===== config.mk =====
export PLATFORM = sky130hd
export DESIGN_NAME = sser_engine
export DESIGN_NICKNAME = d
export VERILOG_FILES = /design/src/rtl/sser_pkg.sv /design/src/rtl/sser_modereg.sv /design/src/rtl/sser_prescale.sv /design/src/rtl/sser_shifter.sv /design/src/rtl/sser_engine.sv
export SDC_FILE = /design/constraint.sdc
export NUM_CORES = 1
export LEC_CHECK = 0
export BUFFER_PORTS_ARGS = -buffer_cell sky130_fd_sc_hd__buf_2
export CAP_MARGIN = 20
export CORE_ASPECT_RATIO = 1.5
export CORE_MARGIN = 2
export CORE_UTILIZATION = 55
export DETAILED_ROUTE_END_ITERATION = 7
export GPL_TIMING_DRIVEN = 0
export PLACE_DENSITY = 0.88
export SETUP_SLACK_MARGIN = 0.5
export SLEW_MARGIN = 20
export SYNTH_ARGS = -nofsm -noshare
export SYNTH_HDL_FRONTEND = slang
export SYNTH_SLANG_ARGS = --single-unit

===== constraint.sdc =====
create_clock -name clk -period 2.23 [get_ports clk]
set_input_delay 0.1115 -clock clk [delete_from_list [all_inputs] [get_ports clk]]
set_output_delay 0.1115 -clock clk [all_outputs]
set_load 0.01 [all_outputs]

===== src/rtl/sser_pkg.sv =====
package sser_pkg;
  typedef struct packed {
    logic       msb_first;
    logic       idle_low;
    logic       late_phase;
    logic [1:0] rsvd;
    logic [2:0] rate;
  } mode_t;
endpackage


===== src/rtl/sser_modereg.sv =====
module sser_modereg
  import sser_pkg::*;
(
  input  logic       clk,
  input  logic       rst_n,
  input  logic       wr_en,
  input  logic [7:0] wr_data,
  output mode_t      mode_q
);
  mode_t mode_d;

  always_comb begin
    mode_d = mode_q;
    if (wr_en) begin
      mode_d      = mode_t'(wr_data);
      mode_d.rsvd = 2'b00;
    end
  end

  always_ff @(posedge clk or negedge rst_n) begin
    if (!rst_n) mode_q <= '0;
    else        mode_q <= mode_d;
  end
endmodule


===== src/rtl/sser_prescale.sv =====
module sser_prescale #(
  parameter int RATE_W = 3
) (
  input  logic              clk,
  input  logic              rst_n,
  input  logic              run,
  input  logic [RATE_W-1:0] rate,
  output logic              tick
);
  localparam int CNT_W = 2 ** RATE_W;

  logic [CNT_W-1:0] cnt_q, cnt_d, half_lim;

  always_comb begin
    half_lim = (CNT_W'(1) << rate) - CNT_W'(1);
    tick     = run && (cnt_q == half_lim);
    if (!run || tick) cnt_d = '0;
    else              cnt_d = cnt_q + CNT_W'(1);
  end

  always_ff @(posedge clk or negedge rst_n) begin
    if (!rst_n) cnt_q <= '0;
    else        cnt_q <= cnt_d;
  end
endmodule


===== src/rtl/sser_shifter.sv =====
module sser_shifter #(
  parameter int DATA_W = 8
) (
  input  logic              clk,
  input  logic              rst_n,
  input  logic              load,
  input  logic              late_ld,
  input  logic              msb_first,
  input  logic [DATA_W-1:0] tx,
  input  logic              drive,
  input  logic              sample,
  input  logic              sdi,
  output logic              sdo,
  output logic [DATA_W-1:0] rx
);
  logic [DATA_W-1:0] sr_q, sr_d, rx_d, src;
  logic              sdo_q, sdo_d;

  always_comb begin
    sr_d  = sr_q;
    sdo_d = sdo_q;
    rx_d  = rx;
    src   = load ? tx : sr_q;
    if ((load && late_ld) || (!load && drive)) begin
      sdo_d = msb_first ? src[DATA_W-1] : src[0];
      sr_d  = msb_first ? (src << 1) : (src >> 1);
    end else if (load) begin
      sr_d = tx;
    end
    if (sample)
      rx_d = msb_first ? {rx[DATA_W-2:0], sdi} : {sdi, rx[DATA_W-1:1]};
  end

  always_ff @(posedge clk or negedge rst_n) begin
    if (!rst_n) begin
      sr_q  <= '0;
      sdo_q <= 1'b0;
      rx    <= '0;
    end else begin
      sr_q  <= sr_d;
      sdo_q <= sdo_d;
      rx    <= rx_d;
    end
  end

  assign sdo = sdo_q;
endmodule


===== src/rtl/sser_engine.sv =====
module sser_engine
  import sser_pkg::*;
#(
  parameter int DATA_W = 8
) (
  input  logic              clk,
  input  logic              rst_n,
  input  logic              wr_en,
  input  logic [7:0]        wr_data,
  output logic [7:0]        mode_rd,
  input  logic              start,
  input  logic [DATA_W-1:0] tx_byte,
  output logic              sclk,
  output logic              sdo,
  input  logic              sdi,
  output logic              busy,
  output logic              done,
  output logic              err,
  output logic [DATA_W-1:0] rx_byte
);
  localparam int EDGES = 2 * DATA_W;
  localparam int EW    = $clog2(EDGES + 1);

  logic [1:0] rst_sync;
  logic       rst_i;

  always_ff @(posedge clk or negedge rst_n) begin
    if (!rst_n) rst_sync <= 2'b00;
    else        rst_sync <= {rst_sync[0], 1'b1};
  end
  assign rst_i = rst_sync[1];

  mode_t          mode_q, act_q, act_d;
  logic           busy_q, busy_d, sclk_q, sclk_d, done_q, done_d, err_q, err_d;
  logic [EW-1:0]  edge_q, edge_d;
  logic           tick, start_ok, start_bad, first_edge, last_edge;
  logic           drive, sample, order;

  sser_modereg u_mode (
    .clk(clk), .rst_n(rst_i), .wr_en(wr_en), .wr_data(wr_data), .mode_q(mode_q)
  );

  sser_prescale #(.RATE_W(3)) u_pre (
    .clk(clk), .rst_n(rst_i), .run(busy_q), .rate(act_q.rate), .tick(tick)
  );

  always_comb begin
    start_ok   = start && !busy_q && (mode_q.rate != 3'd0);
    start_bad  = start && !busy_q && (mode_q.rate == 3'd0);
    first_edge = ~edge_q[0];
    last_edge  = (edge_q == EW'(EDGES - 1));
    drive      = busy_q && tick && (act_q.late_phase ? (!first_edge && !last_edge) : first_edge);
    sample     = busy_q && tick && (act_q.late_phase ? first_edge : !first_edge);
    order      = busy_q ? act_q.msb_first : mode_q.msb_first;
  end

  always_comb begin
    busy_d = busy_q;
    edge_d = edge_q;
    sclk_d = sclk_q;
    act_d  = act_q;
    done_d = 1'b0;
    err_d  = 1'b0;
    if (busy_q) begin
      if (tick) begin
        edge_d = edge_q + EW'(1);
        sclk_d = ~sclk_q;
        if (last_edge) begin
          busy_d = 1'b0;
          done_d = 1'b1;
        end
      end
    end else begin
      sclk_d = ~mode_q.idle_low;
      err_d  = start_bad;
      if (start_ok) begin
        busy_d = 1'b1;
        edge_d = '0;
        act_d  = mode_q;
      end
    end
  end

  always_ff @(posedge clk or negedge rst_i) begin
    if (!rst_i) begin
      busy_q <= 1'b0;
      edge_q <= '0;
      sclk_q <= 1'b1;
      act_q  <= '0;
      done_q <= 1'b0;
      err_q  <= 1'b0;
    end else begin
      busy_q <= busy_d;
      edge_q <= edge_d;
      sclk_q <= sclk_d;
      act_q  <= act_d;
      done_q <= done_d;
      err_q  <= err_d;
    end
  end

  sser_shifter #(.DATA_W(DATA_W)) u_shift (
    .clk(clk), .rst_n(rst_i), .load(start_ok), .late_ld(mode_q.late_phase),
    .msb_first(order), .tx(tx_byte), .drive(drive), .sample(sample),
    .sdi(sdi), .sdo(sdo), .rx(rx_byte)
  );

  assign mode_rd = mode_q;
  assign sclk    = sclk_q;
  assign busy    = busy_q;
  assign done    = done_q;
  assign err     = err_q;
endmodule


# [Word-level counts from Yosys, hierarchy flattened]
# Index checks and enable logic that the tools add are counted.
[word_totals] out_inout_bits=21 reg_bits=47 elab_cells=70 input_bits=21
[classes] mux=22 bitwise=4 reduce_logical=20 n_shift=1 eq_ne=3 n_addsub=3
[op_table] operator="$mux W8" n=5
[op_table] operator="$mux W5" n=3
[op_table] operator="$mux W1" n=14
[op_table] operator="$logic_and A1 B1 Y1" n=10
[op_table] operator="$add A8 B1 Y8 const B" n=1
[op_table] operator="$eq A8 B8 Y1" n=1
[op_table] operator="$shl A1 B3 Y8 const A" n=1
[op_table] operator="$sub A8 B2 Y8 const B" n=1
[op_table] operator="$add A5 B1 Y5 const B" n=1
[op_table] operator="$eq A5 B4 Y1 const B" n=1
[op_table] operator="$not A1 Y1" n=4
[op_table] operator="$reduce_and A2 Y1" n=2
[op_table] operator="$logic_not A1 Y1" n=3
[op_table] operator="$logic_not A3 Y1" n=1
[op_table] operator="$reduce_bool A3 Y1" n=1
[op_table] operator="$logic_or A1 B1 Y1" n=2
[op_table] operator="$ne A2 B1 Y1 const B" n=1
[op_table] operator="$reduce_bool A2 Y1" n=1

# [Logic depth before layout (Yosys ltp)]
# Gate-level depths: netlist (run 1).
[depth] word_depth=9 mapped_depth=8 depth_no_buf=7

# [Hierarchy]
# From an unflattened synthesis (run 1), not the netlist that was laid out.
[hier_totals] cells_unflattened=225 area_unflattened_um2=2511.2
[by_module_without_submodules] module="sser_shifter" cells_per_inst=83 area_per_inst_um2=893.4 seq_area_each_um2=425.4 instances=1
[by_module_without_submodules] module="sser_engine" cells_per_inst=62 area_per_inst_um2=740.7 seq_area_each_um2=401.6 instances=1
[by_module_without_submodules] module="sser_prescale" cells_per_inst=64 area_per_inst_um2=606.8 seq_area_each_um2=200.2 instances=1
[by_module_without_submodules] module="sser_modereg" cells_per_inst=16 area_per_inst_um2=270.3 seq_area_each_um2=150.1 instances=1

# [Worst setup path before layout (run 1)]
# No wires, ideal clock.
[synth_path] kind="register to register" start="register act_q[2] in the netlist's numbering" end="register u_shift.sdo_q, in the netlist u_shift.sdo" path_buffers=2 slack_ns=0.086 stages_incl_launch_ff=9 t_required_ns=2.105 synth_period_minus_slack_ns=2.144 arrival_ns=2.019 setup_time_ns=0.125 path_cell_list="dfrtp_1 -> buf_2 -> and4_1 -> a211oi_1 -> a31oi_2 -> o21a_2 -> a32oi_1 -> buf_6 -> mux2_4"
[synth_via] elab_chain_cells=8
[synth_rtl] item="start: declaration" line_no="sser_engine.sv:33" text="mode_t mode_q, act_q, act_d;"
[synth_rtl] item="start signal: assignment" line_no="sser_engine.sv:96" text="act_q <= act_d;"
[synth_rtl] item="$shl A1 B3 Y8" line_no="sser_prescale.sv:15" text="half_lim = (CNT_W'(1) << rate) - CNT_W'(1);"
[synth_rtl] item="$sub A8 B2 Y8" line_no="sser_prescale.sv:15"
[synth_rtl] item="$eq A8 B8 Y1" line_no="sser_prescale.sv:16" text="tick = run && (cnt_q == half_lim);"
[synth_rtl] item="$logic_and A1 B1 Y1" line_no="sser_prescale.sv:16"
[synth_rtl] item="$logic_and A1 B1 Y1 (2 in series)" line_no="sser_engine.sv:52" text="drive = busy_q && tick && (act_q.late_phase ? (!first_edge && !last_edge) : first_edge);"
[synth_rtl] item="$logic_and A1 B1 Y1" line_no="sser_shifter.sv:24" text="if ((load && late_ld) || (!load && drive)) begin"
[synth_rtl] item="$logic_or A1 B1 Y1" line_no="sser_shifter.sv:24"
[synth_rtl] item="end signal: assignment" line_no="sser_shifter.sv:41" text="sdo_q <= sdo_d;"
[synth_rtl] item="end: declaration" line_no="sser_shifter.sv:17" text="logic sdo_q, sdo_d;"
# No other way between the ends.
# A chain may end at the register's enable or synchronous reset.

# [Worst setup path in the final report (run 1)]
[layout_path] start="register act_q[1] in the netlist's numbering" end="register u_shift.sr_q[1]"
[layout_via] elab_chain_cells=9
[layout_rtl] item="$shl A1 B3 Y8" line_no="sser_prescale.sv:15"
[layout_rtl] item="$sub A8 B2 Y8" line_no="sser_prescale.sv:15"
[layout_rtl] item="$eq A8 B8 Y1" line_no="sser_prescale.sv:16"
[layout_rtl] item="$logic_and A1 B1 Y1" line_no="sser_prescale.sv:16"
[layout_rtl] item="$logic_and A1 B1 Y1 (2 in series)" line_no="sser_engine.sv:52"
[layout_rtl] item="$logic_and A1 B1 Y1" line_no="sser_shifter.sv:24"
[layout_rtl] item="$logic_or A1 B1 Y1" line_no="sser_shifter.sv:24"
[layout_rtl] item="$mux W8" line_no="sser_shifter.sv:24"
[layout_rtl] item="net u_shift.sr_d[1]" line_no="sser_shifter.sv:16" text="logic [DATA_W-1:0] sr_q, sr_d, rx_d, src;"
[layout_rtl] item="end signal: assignment" line_no="sser_shifter.sv:40" text="sr_q <= sr_d;"
[layout_rtl] item="end: declaration" line_no="sser_shifter.sv:16"
# The timed path passes the listed nets, and every way through them passes these cells.

==> results.txt, run 1 <==
----------------------------------------------------
[Outcome]
  Status ... finished, violations left
  Violations in the final reports ... setup timing

[Setup path]
  Startpoint types ... flip-flop
  Data arrival time of the critical path ... 2.45 ns
  Crit-path most repeated cell ... buf_6
  Required time of the critical path ... around 2.4 ns
  Critical path class ... reg2reg
  Endpoint class of the critical path ... flip-flop
  CP Cell Sequence ... buf_6 > or4_1 > nor3_4 > o21a_4 > a32oi_2 > buf_6 > mux2_4
  Cell with the largest stage delay on the worst path ... or4_1
  Crit Path Max Fanout ... 8
  Maximum single-stage delay on the critical path ... 0.57 ns

[Cells and area]
  Synth-to-layout area growth ... 26.8%
  # diodes ... 0
  Multi-input combinational cell area ... about 0.0013 mm2
  Total non-filler cell area in the finished layout ... 0.00305 mm2
  Fill cell count ... 283
  Fraction of layout instances using a drive strength above 1 ... 0.457
  Combined flip-flop and latch cell area ... 0.00118 mm2
  Number of nets in the final layout ... about 290
  Non-filler cells, final ... 315

[Power and ir drop]
  Tot Pwr ... 0.00376 W
  Reported leakage power ... 1.51 nW
  Total power divided by cell area ... 1230 mW/mm2
  Worst supply voltage drop on vdd ... 1110 uV

[STA]
  Top achievable clock speed ... ~440 MHz
  Time the worst path needs with I/O delays and setup ... 2.26 ns
  Number of failing hold endpoints at the final stage ... 0
  Final hold slack ... 0.0293 ns
  Setup slack after layout ... -0.0282 ns
  RSZ-0062 raised after global routing ... yes
  Setup Viol. Count Final ... 4
  Final clock period utilization by the worst path ... 1.01
  Clock skew after layout ... slightly below 0.01 ns
  Number of pins exceeding their max-slew limit in the final report ... 0

[Placed design]
  Detailed placement HPWL ... 3380 um
  Count of buffers from port buffering ... 36
  Post-Place Cells ... 291
  Pre-CTS worst setup slack ... -0.208 ns
  Routability congestion estimate from global placement ... 0.849
  Standard cell area after detailed placement ... 0.00268 mm2

[Yosys]
  Dominant cells by area after synthesis ... dfrtp_1 48%, mux2_2 8.4%, mux2i_1 7.5%, mux2_1 3.7%, nand2_1 3.0%
  Synth warn ... 0
  Number of instances in the synthesized netlist ... 207
  Average cell area after synthesis ... ~12 um2
  Register bit count reported by yosys ... between 40 and 50
  Synth unique cells ... 47
  Share of Yosys cell area claimed by the top area cell type ... 0.478
  Post-synth EDFFs ... 0
  Post-Synthesis Cell Area ... 0.00241 mm2
  Synth area leader ... dfrtp_1
  Flip-flop cell with the highest count after synthesis ... dfrtp_1
  Async SR Flop Fraction ... 1.00
  Portion of the post-synthesis area used by sequential elements ... 0.489

[Floorplan]
  Row count ... 29
  Die Span Y ... ~85 um
  Area of the core ... ~0.0042 mm2
  Number of top-level design ports ... 42
  Starting Density ... 0.572
  Die boundary width ... 58.0 um
  Full die area ... 0.00493 mm2

[Global routing]
  Wire length of the first global-routing pass ... approximately 8700 um
  Number of antenna violations at the first check in global routing ... 0
  Leftover overflow at the end of global routing ... 0
  Maximum number of pins on one net before global-route repair ... 35
  Gr usage total ... 0.228
  Number of global-route vias before repair ... 1845

[Drt]
  Number of iterations in the first detailed-routing pass ... 4
  DRC violation count after routing ... 0
  Iteration-0 DRC count of the detailed router ... 73
  Wire length per cell ... 17.3 um
  WL final ... between 5000 and 6000 um
  Number of nets with antenna violations after detailed routing ... 0
  Via count normalized by instance count ... 5.77
  Routed vias ... 1816

[Clocking]
  Later-pin clock latency in the skew report ... 0.31 ns
  Number of clock buffers inserted by TritonCTS ... 5
  Buffer type at the clock tree root ... clkbuf_8
  CTS HTree Levels ... 2
  Clock Sink Count ... 47
  CTS clk-pin slew, worst paths ... 0.09 ns
  Clock tree from TritonCTS ... yes
  Maximum number of buffers from clock root to sink ... 2

[Worst hold path]
  Worst min path class ... in2reg

[Flow run]
  Max Cap Violations ... 0

----------------------------------------------------
[final timing paths]
check                                       from                            to  slack [ns]  depth (start not counted)
max                         act_q[1]$_DFFE_PN0P_     u_shift.sr_q[1]$_DFF_PN0_       -0.03                          7
min                                   wr_data[6]  u_mode.mode_q[6]$_DFFE_PN0P_        0.03                          2
max reg2reg                 act_q[1]$_DFFE_PN0P_     u_shift.sr_q[1]$_DFF_PN0_       -0.03                          7
min reg2reg                rst_sync[1]$_DFF_PN0_     u_shift.rx[0]$_DFFE_PN0P_        0.16                          0
max in group asynchronous  rst_sync[1]$_DFF_PN0_              sclk$_DFFE_PN1N_        1.53                          1
min in group asynchronous                  rst_n         rst_sync[0]$_DFF_PN0_        0.12                          2
[per-layer routing]
layer	share of wire	wire, um	track usage
met5	0	0	0
met2	0.57	3110	0.406
met4	0.020	108	0.0951
met1	0.38	2090	0.268
met3	0.026	140	0.0351
[cell usage after synthesis, drive strengths merged (3+ instances only)]
cell type and number:
buf 9, clkbuf 3, and3 6, xnor2 3
nor2 8, ha 3, mux2i 18, nand2 19
mux2 28, inv 6, o21ai 7, dfrtp 46
nand3 8, xor2 6
[sequential cells by signal, indices dropped and copies added (netlist names), 2 cells and up]
signal,flops
u_pre.cnt_q,8
act_q,5
u_shift.rx,8
edge_q,5
u_mode.mode_q,6
u_shift.sr_q,8
rst_sync,2
[per-stage QoR]
step | setup TNS [ns] | utilization
finish | -0.0801 | 0.725
global route | -0.622 | 0.725
CTS | -0.0235 | 0.704
detailed placement | -1.27 | 0.636
global placement | -0.808 | 0.631
floorplan | 0 | -
[logic make-up (layout without fill, tap and decap cells)]
| logic type | count (synthesis) | after routing | share of synthesized area |
|---|---|---|---|
| buffers and inverters | 18 | 79 | 0.0437 |
| other | 2 | 3 | 0.00312 |
| muxes | 46 | 46 | 0.209 |
| AOI/OAI and AO/OA | 22 | 22 | 0.0697 |
| adders and majority gates | 3 | 3 | 0.0156 |
| and+or+nand+nor | 60 | 60 | 0.137 |
| DFF | 47 | 47 | 0.489 |
| xor gates and xnor gates | 9 | 9 | 0.0328 |
[what timing repair did]
item                                    in CTS  in global routing
buffers inserted                             9                  5
cloned                                       0                  1
pin swaps                                    3                  8
endpoints found under the hold margin        2                  0
endpoints found under the setup margin      34                 35
gates resized for setup                     19                 15
hold buffers                                 1                  0
[cell usage in the layout, fill, tap and decap left out, types with 6 or more instances in the layout]
| master | netlist | final |
|---|---|---|
| nand2_1 | 19 | 19 |
| mux2_2 | 18 | 18 |
| buf_4 | 3 | 16 |
| dfrtp_1 | 46 | 45 |
| nor2_1 | 8 | 8 |
| buf_2 | 3 | 39 |
| xor2_1 | 6 | 6 |
| mux2_4 | 2 | 10 |
| and3_1 | 6 | 6 |
| nand3_1 | 7 | 6 |
| mux2i_1 | 18 | 16 |
[final cells by class]
cell class                      count  area share
Clock inverter                      3      0.0144
Inverter                            6     0.00738
Sequential cell                    47       0.386
Tap cell                           46      0.0189
Buffer                             12      0.0295
Clock buffer                        5      0.0226
Timing Repair Buffer               53       0.106
Multi-Input combinational cell    143       0.415
[power by group]
group          leakage [nW]  switching, W  internal (W)  total (W)
combinational         0.860      0.000782      0.000903    0.00169
clock                0.0581      0.000302      0.000334   0.000636
sequential            0.590      0.000304       0.00114    0.00144
total                  1.51       0.00139       0.00237    0.00376
[critical path: cells and delay by family (launching register included)]
kind                   cells  cell delay [ns]
buffers and inverters      2             0.32
AND/OR/NAND/NOR            2             0.76
flip-flops                 1             0.44
AO/OA/AOI/OAI              2             0.32
multiplexers               1             0.29
No activity file was read; power rests on OpenSTA's default activity.
==> inputs of run 2 (changes only) <==
--- a/config.mk
+++ b/config.mk
@@ -6,5 +6,5 @@
 export NUM_CORES = 1
 export LEC_CHECK = 0
-export BUFFER_PORTS_ARGS = -buffer_cell sky130_fd_sc_hd__buf_2
+export BUFFER_PORTS_ARGS = -buffer_cell sky130_fd_sc_hd__buf_4
 export CAP_MARGIN = 20
 export CORE_ASPECT_RATIO = 1.5
@@ -14,5 +14,4 @@
 export GPL_TIMING_DRIVEN = 0
 export PLACE_DENSITY = 0.88
-export SETUP_SLACK_MARGIN = 0.5
 export SLEW_MARGIN = 20
 export SYNTH_ARGS = -nofsm -noshare
==> constraint.sdc (replaced) <==
create_clock -name clk -period 2.23 [get_ports clk]
set_input_delay 0.1115 -clock clk [delete_from_list [all_inputs] [get_ports clk]]
set_output_delay 0.1115 -clock clk [all_outputs]
set_load 0.05 [all_outputs]
==> run 2 against run 1 <==
Effect of this change: the run still ends with setup timing left; register-to-register slack about the same; critical endpoint unchanged; non-clock buffer count decreased by 7; maximum frequency decreased by 0.21%; via count decreased by 3.0%; total power increased by 4.0%; final area about the same; critical path type unchanged; first-iteration DRC count decreased by 26%; core utilization increased by 0.059 points; clock-buffer cell count increased by 3.
==> results.txt, run 2 (same netlist as run 1, synthesis figures left out) <==
----------------------------------------------------
[Cells and area]
  Commonest cells after routing, fill and taps aside ... 47 x buf_4, 43 x dfrtp_1, 19 x nand2_1, 18 x mux2_2, 17 x mux2i_1 (was 45 x dfrtp_1, 39 x buf_2, 19 x nand2_1, 18 x mux2_2)
  Synth-to-layout area growth ... 26.9% (was 26.8%)
  Fraction of layout instances using a drive strength above 1 ... 0.420 (was 0.457)
  Non-filler cells, final ... 308 (was 315)
  Leading cell type in the layout, fill and taps excluded ... buf_4 (was dfrtp_1)
  # diodes ... 0 (unchanged)
  Number of nets in the final layout ... 285 (was 292)
  Fill cell count ... 287 (was 283)
  Registers with the most flip-flops ... u_pre.cnt_q (8), u_shift.rx (8), u_shift.sr_q (8) (unchanged)

[Clocking]
  CTS clk-pin slew, worst paths ... 0.08 ns (was 0.09 ns)
  Maximum number of buffers from clock root to sink ... 2 (unchanged)
  Clock Sink Count ... 47 (unchanged)
  Clock tree from TritonCTS ... yes (unchanged)
  Number of clock buffers inserted by TritonCTS ... 5 (unchanged)
  Later-pin clock latency in the skew report ... 0.29 ns (was 0.31 ns)
  CTS HTree Levels ... 2 (unchanged)
  Buffer type at the clock tree root ... clkbuf_8 (unchanged)

[Power and ir drop]
  Tot Pwr ... 0.00391 W (was 0.00376 W)
  Switching part of the total ... 0.405 (was 0.369)
  Total internal power ... 0.00233 W (was 0.00237 W)
  Sequential share of power ... 0.364 (was 0.383)
  Worst supply voltage drop on vdd ... 985 uV (was 1110 uV)
  Reported leakage power ... 1.49 nW (was 1.51 nW)
  Combinational share of power ... 0.493 (was 0.448)
  Clock Power Share ... 0.143 (was 0.169)
  Total power divided by cell area ... 1280 mW/mm2 (was 1230 mW/mm2)
  P_sw ... 0.00158 W (was 0.00139 W)

[STA]
  Final clock period utilization by the worst path ... 1.01 (about the same)
  Number of pins exceeding their max-slew limit in the final report ... 0 (unchanged)
  Top achievable clock speed ... 442 MHz (was 443 MHz)
  RSZ-0062 raised after global routing ... yes (unchanged)
  Setup Viol. Count Final ... 4 (unchanged)
  Time the worst path needs with I/O delays and setup ... 2.26 ns (about the same)
  Number of failing hold endpoints at the final stage ... 0 (unchanged)
  Setup slack after layout ... -0.0329 ns (was -0.0282 ns)
  Clock skew after layout ... 0.00265 ns (was 0.00982 ns)

[Placed design]
  Routability congestion estimate from global placement ... 0.810 (was 0.849)
  Detailed placement HPWL ... 3240 um (was 3380 um)
  Count of buffers from port buffering ... 36 (unchanged)
  Post-Place Cells ... 291 (unchanged)
  Pre-CTS worst setup slack ... -0.0976 ns (was -0.208 ns)

[Setup path]
  Endpoint class of the critical path ... flip-flop (unchanged)
  Launching point of the worst reg2reg path ... u_pre.cnt_q[4]$_DFF_PN0_ (was act_q[1]$_DFFE_PN0P_)
  Data arrival time of the critical path ... 2.45 ns (about the same)
  Depth of the worst register-to-register path ... 8 (was 7)
  FF-to-FF setup slack ... -0.03 ns (about the same)
  CP Cell Sequence ... buf_6 > xor2_1 > or4b_4 > a31oi_4 > o21a_4 > a32oi_2 > buf_6 > mux2_4 (was buf_6 > or4_1 > nor3_4 > o21a_4 > a32oi_2 > buf_6 > mux2_4)
  Cell with the largest stage delay on the worst path ... or4b_4 (was or4_1)
  Maximum single-stage delay on the critical path ... 0.50 ns (was 0.57 ns)
  Crit Path Max Fanout ... 7 (was 8)
  Crit-path most repeated cell ... buf_6 (unchanged)
  Required time of the critical path ... 2.41 ns (was 2.42 ns)
  Critical path class ... reg2reg (unchanged)
  Reg-to-Reg End ... u_shift.sr_q[1]$_DFF_PN0_ (unchanged)
  Startpoint types ... flip-flop (unchanged)

[Drt]
  WL final ... 5170 um (was 5440 um)
  Routed vias ... 1762 (was 1816)
  Iteration-0 DRC count of the detailed router ... 54 (was 73)
  Via count normalized by instance count ... 5.72 (was 5.77)
  Top sig layer ... met4 (unchanged)
  Number of iterations in the first detailed-routing pass ... 4 (unchanged)
  Wire length per cell ... 16.8 um (was 17.3 um)
  Number of nets with antenna violations after detailed routing ... 0 (unchanged)
  Total length of routed met2 wires ... 2870 um (was 3110 um)
  Met1 Routed Length ... 2110 um (was 2090 um)
  Routed wire length on met3 ... 134 um (was 140 um)
  DRC violation count after routing ... 0 (unchanged)

[Floorplan]
  Die boundary width ... 58.0 um (unchanged)
  Die Span Y ... 85.0 um (unchanged)
  Area of the core ... 0.00421 mm2 (unchanged)
  Full die area ... 0.00493 mm2 (unchanged)
  Number of top-level design ports ... 42 (unchanged)
  Row count ... 29 (unchanged)
  Starting Density ... 0.572 (unchanged)

[Outcome]
  Violations in the final reports ... setup timing (unchanged)
  Status ... finished, violations left (unchanged)

[Global routing]
  Maximum number of pins on one net before global-route repair ... 27 (was 35)
  Wire length of the first global-routing pass ... 7910 um (was 8650 um)
  Number of antenna violations at the first check in global routing ... 0 (unchanged)
  Leftover overflow at the end of global routing ... 0 (unchanged)
  Gr usage total ... 0.203 (was 0.228)
  Number of global-route vias before repair ... 1706 (was 1845)

[Worst hold path]
  Number of cells traversed by the worst hold path ... 2 (unchanged)
  Worst min path class ... in2reg (unchanged)
  Hold path endpoint ... u_mode.mode_q[0]$_DFFE_PN0P_ (was u_mode.mode_q[6]$_DFFE_PN0P_)
  Worst Min Path Start ... wr_data[0] (was wr_data[6])

[Flow run]
  Max Cap Violations ... 0 (unchanged)

----------------------------------------------------
## run 2: layout make-up
type / instances / area (um2) / area share
clock buffer: 8 / 100 / 0.0328
multi-input combinational: 143 / 1230 / 0.403
tap: 46 / 57.6 / 0.0188
inverter: 6 / 22.5 / 0.00737
buffer: 12 / 88.8 / 0.0291
sequential: 47 / 1180 / 0.387
timing repair buffer: 46 / 373 / 0.122
## run 2: power groups by stage
stage                     clock network [W]  registers (W)  logic, W
after CTS                          0.000564        0.00140   0.00170
after global routing               0.000591        0.00147   0.00208
after detailed placement                  0        0.00141   0.00165
after global placement                    0        0.00140   0.00158
final                              0.000558        0.00143   0.00193
after floorplan                           0        0.00166  0.000980
## run 2: through the flow
step | hold slack, ns | instance area, um2 | setup TNS (ns) | util
finish | 0.0463 | 3050 | -0.0660 | 0.726
global route | 0.0500 | 3050 | -0.705 | 0.726
CTS | 0.0435 | 2920 | -0.560 | 0.693
detailed placement | -0.102 | 2760 | -0.715 | 0.657
global placement | -0.105 | 2740 | -0.226 | 0.652
floorplan | -0.184 | 2410 | 0 | -
## run 2: what timing repair did
| item | CTS | global route |
|---|---|---|
| setup endpoints to repair | 14 | 20 |
| pin swaps | 1 | 9 |
| hold buffers | 1 | 0 |
| endpoints found under the hold margin | 2 | 0 |
| cloned | 0 | 0 |
| buffers inserted | 3 | 5 |
| gates resized for setup | 2 | 24 |
## run 2: worst max path at each step
stage	from	endpoint	cells past startpoint
finish	u_pre.cnt_q[4]$_DFF_PN0_	u_shift.sr_q[1]$_DFF_PN0_	8
CTS	act_q[1]$_DFFE_PN0P_	u_shift.rx[2]$_DFFE_PN0P_	6
floorplan	act_q[2]$_DFFE_PN0P_	u_shift.sdo$_DFFE_PN0P_	8
global route	u_pre.cnt_q[4]$_DFF_PN0_	u_shift.sr_q[1]$_DFF_PN0_	8
detailed placement	act_q[2]$_DFFE_PN0P_	u_shift.sr_q[1]$_DFF_PN0_	8
global placement	busy$_DFF_PN0_	u_shift.sdo$_DFFE_PN0P_	6
## run 2: worst max-delay path, delay by kind of cell (launching register included)
kind	cells	cell delay, ns
AO/OA/AOI/OAI	3	0.55
XOR/XNOR	1	0.14
buffers and inverters	2	0.29
flip-flops	1	0.38
multiplexers	1	0.29
AND/OR/NAND/NOR	1	0.50
## run 2: routing by layer
layer / vias up / track usage
met5: - / 0
met4: 0 / 0.0634
met3: 6 / 0.0396
met2: 29 / 0.339
met1: 886 / 0.265
li1: 841 / -
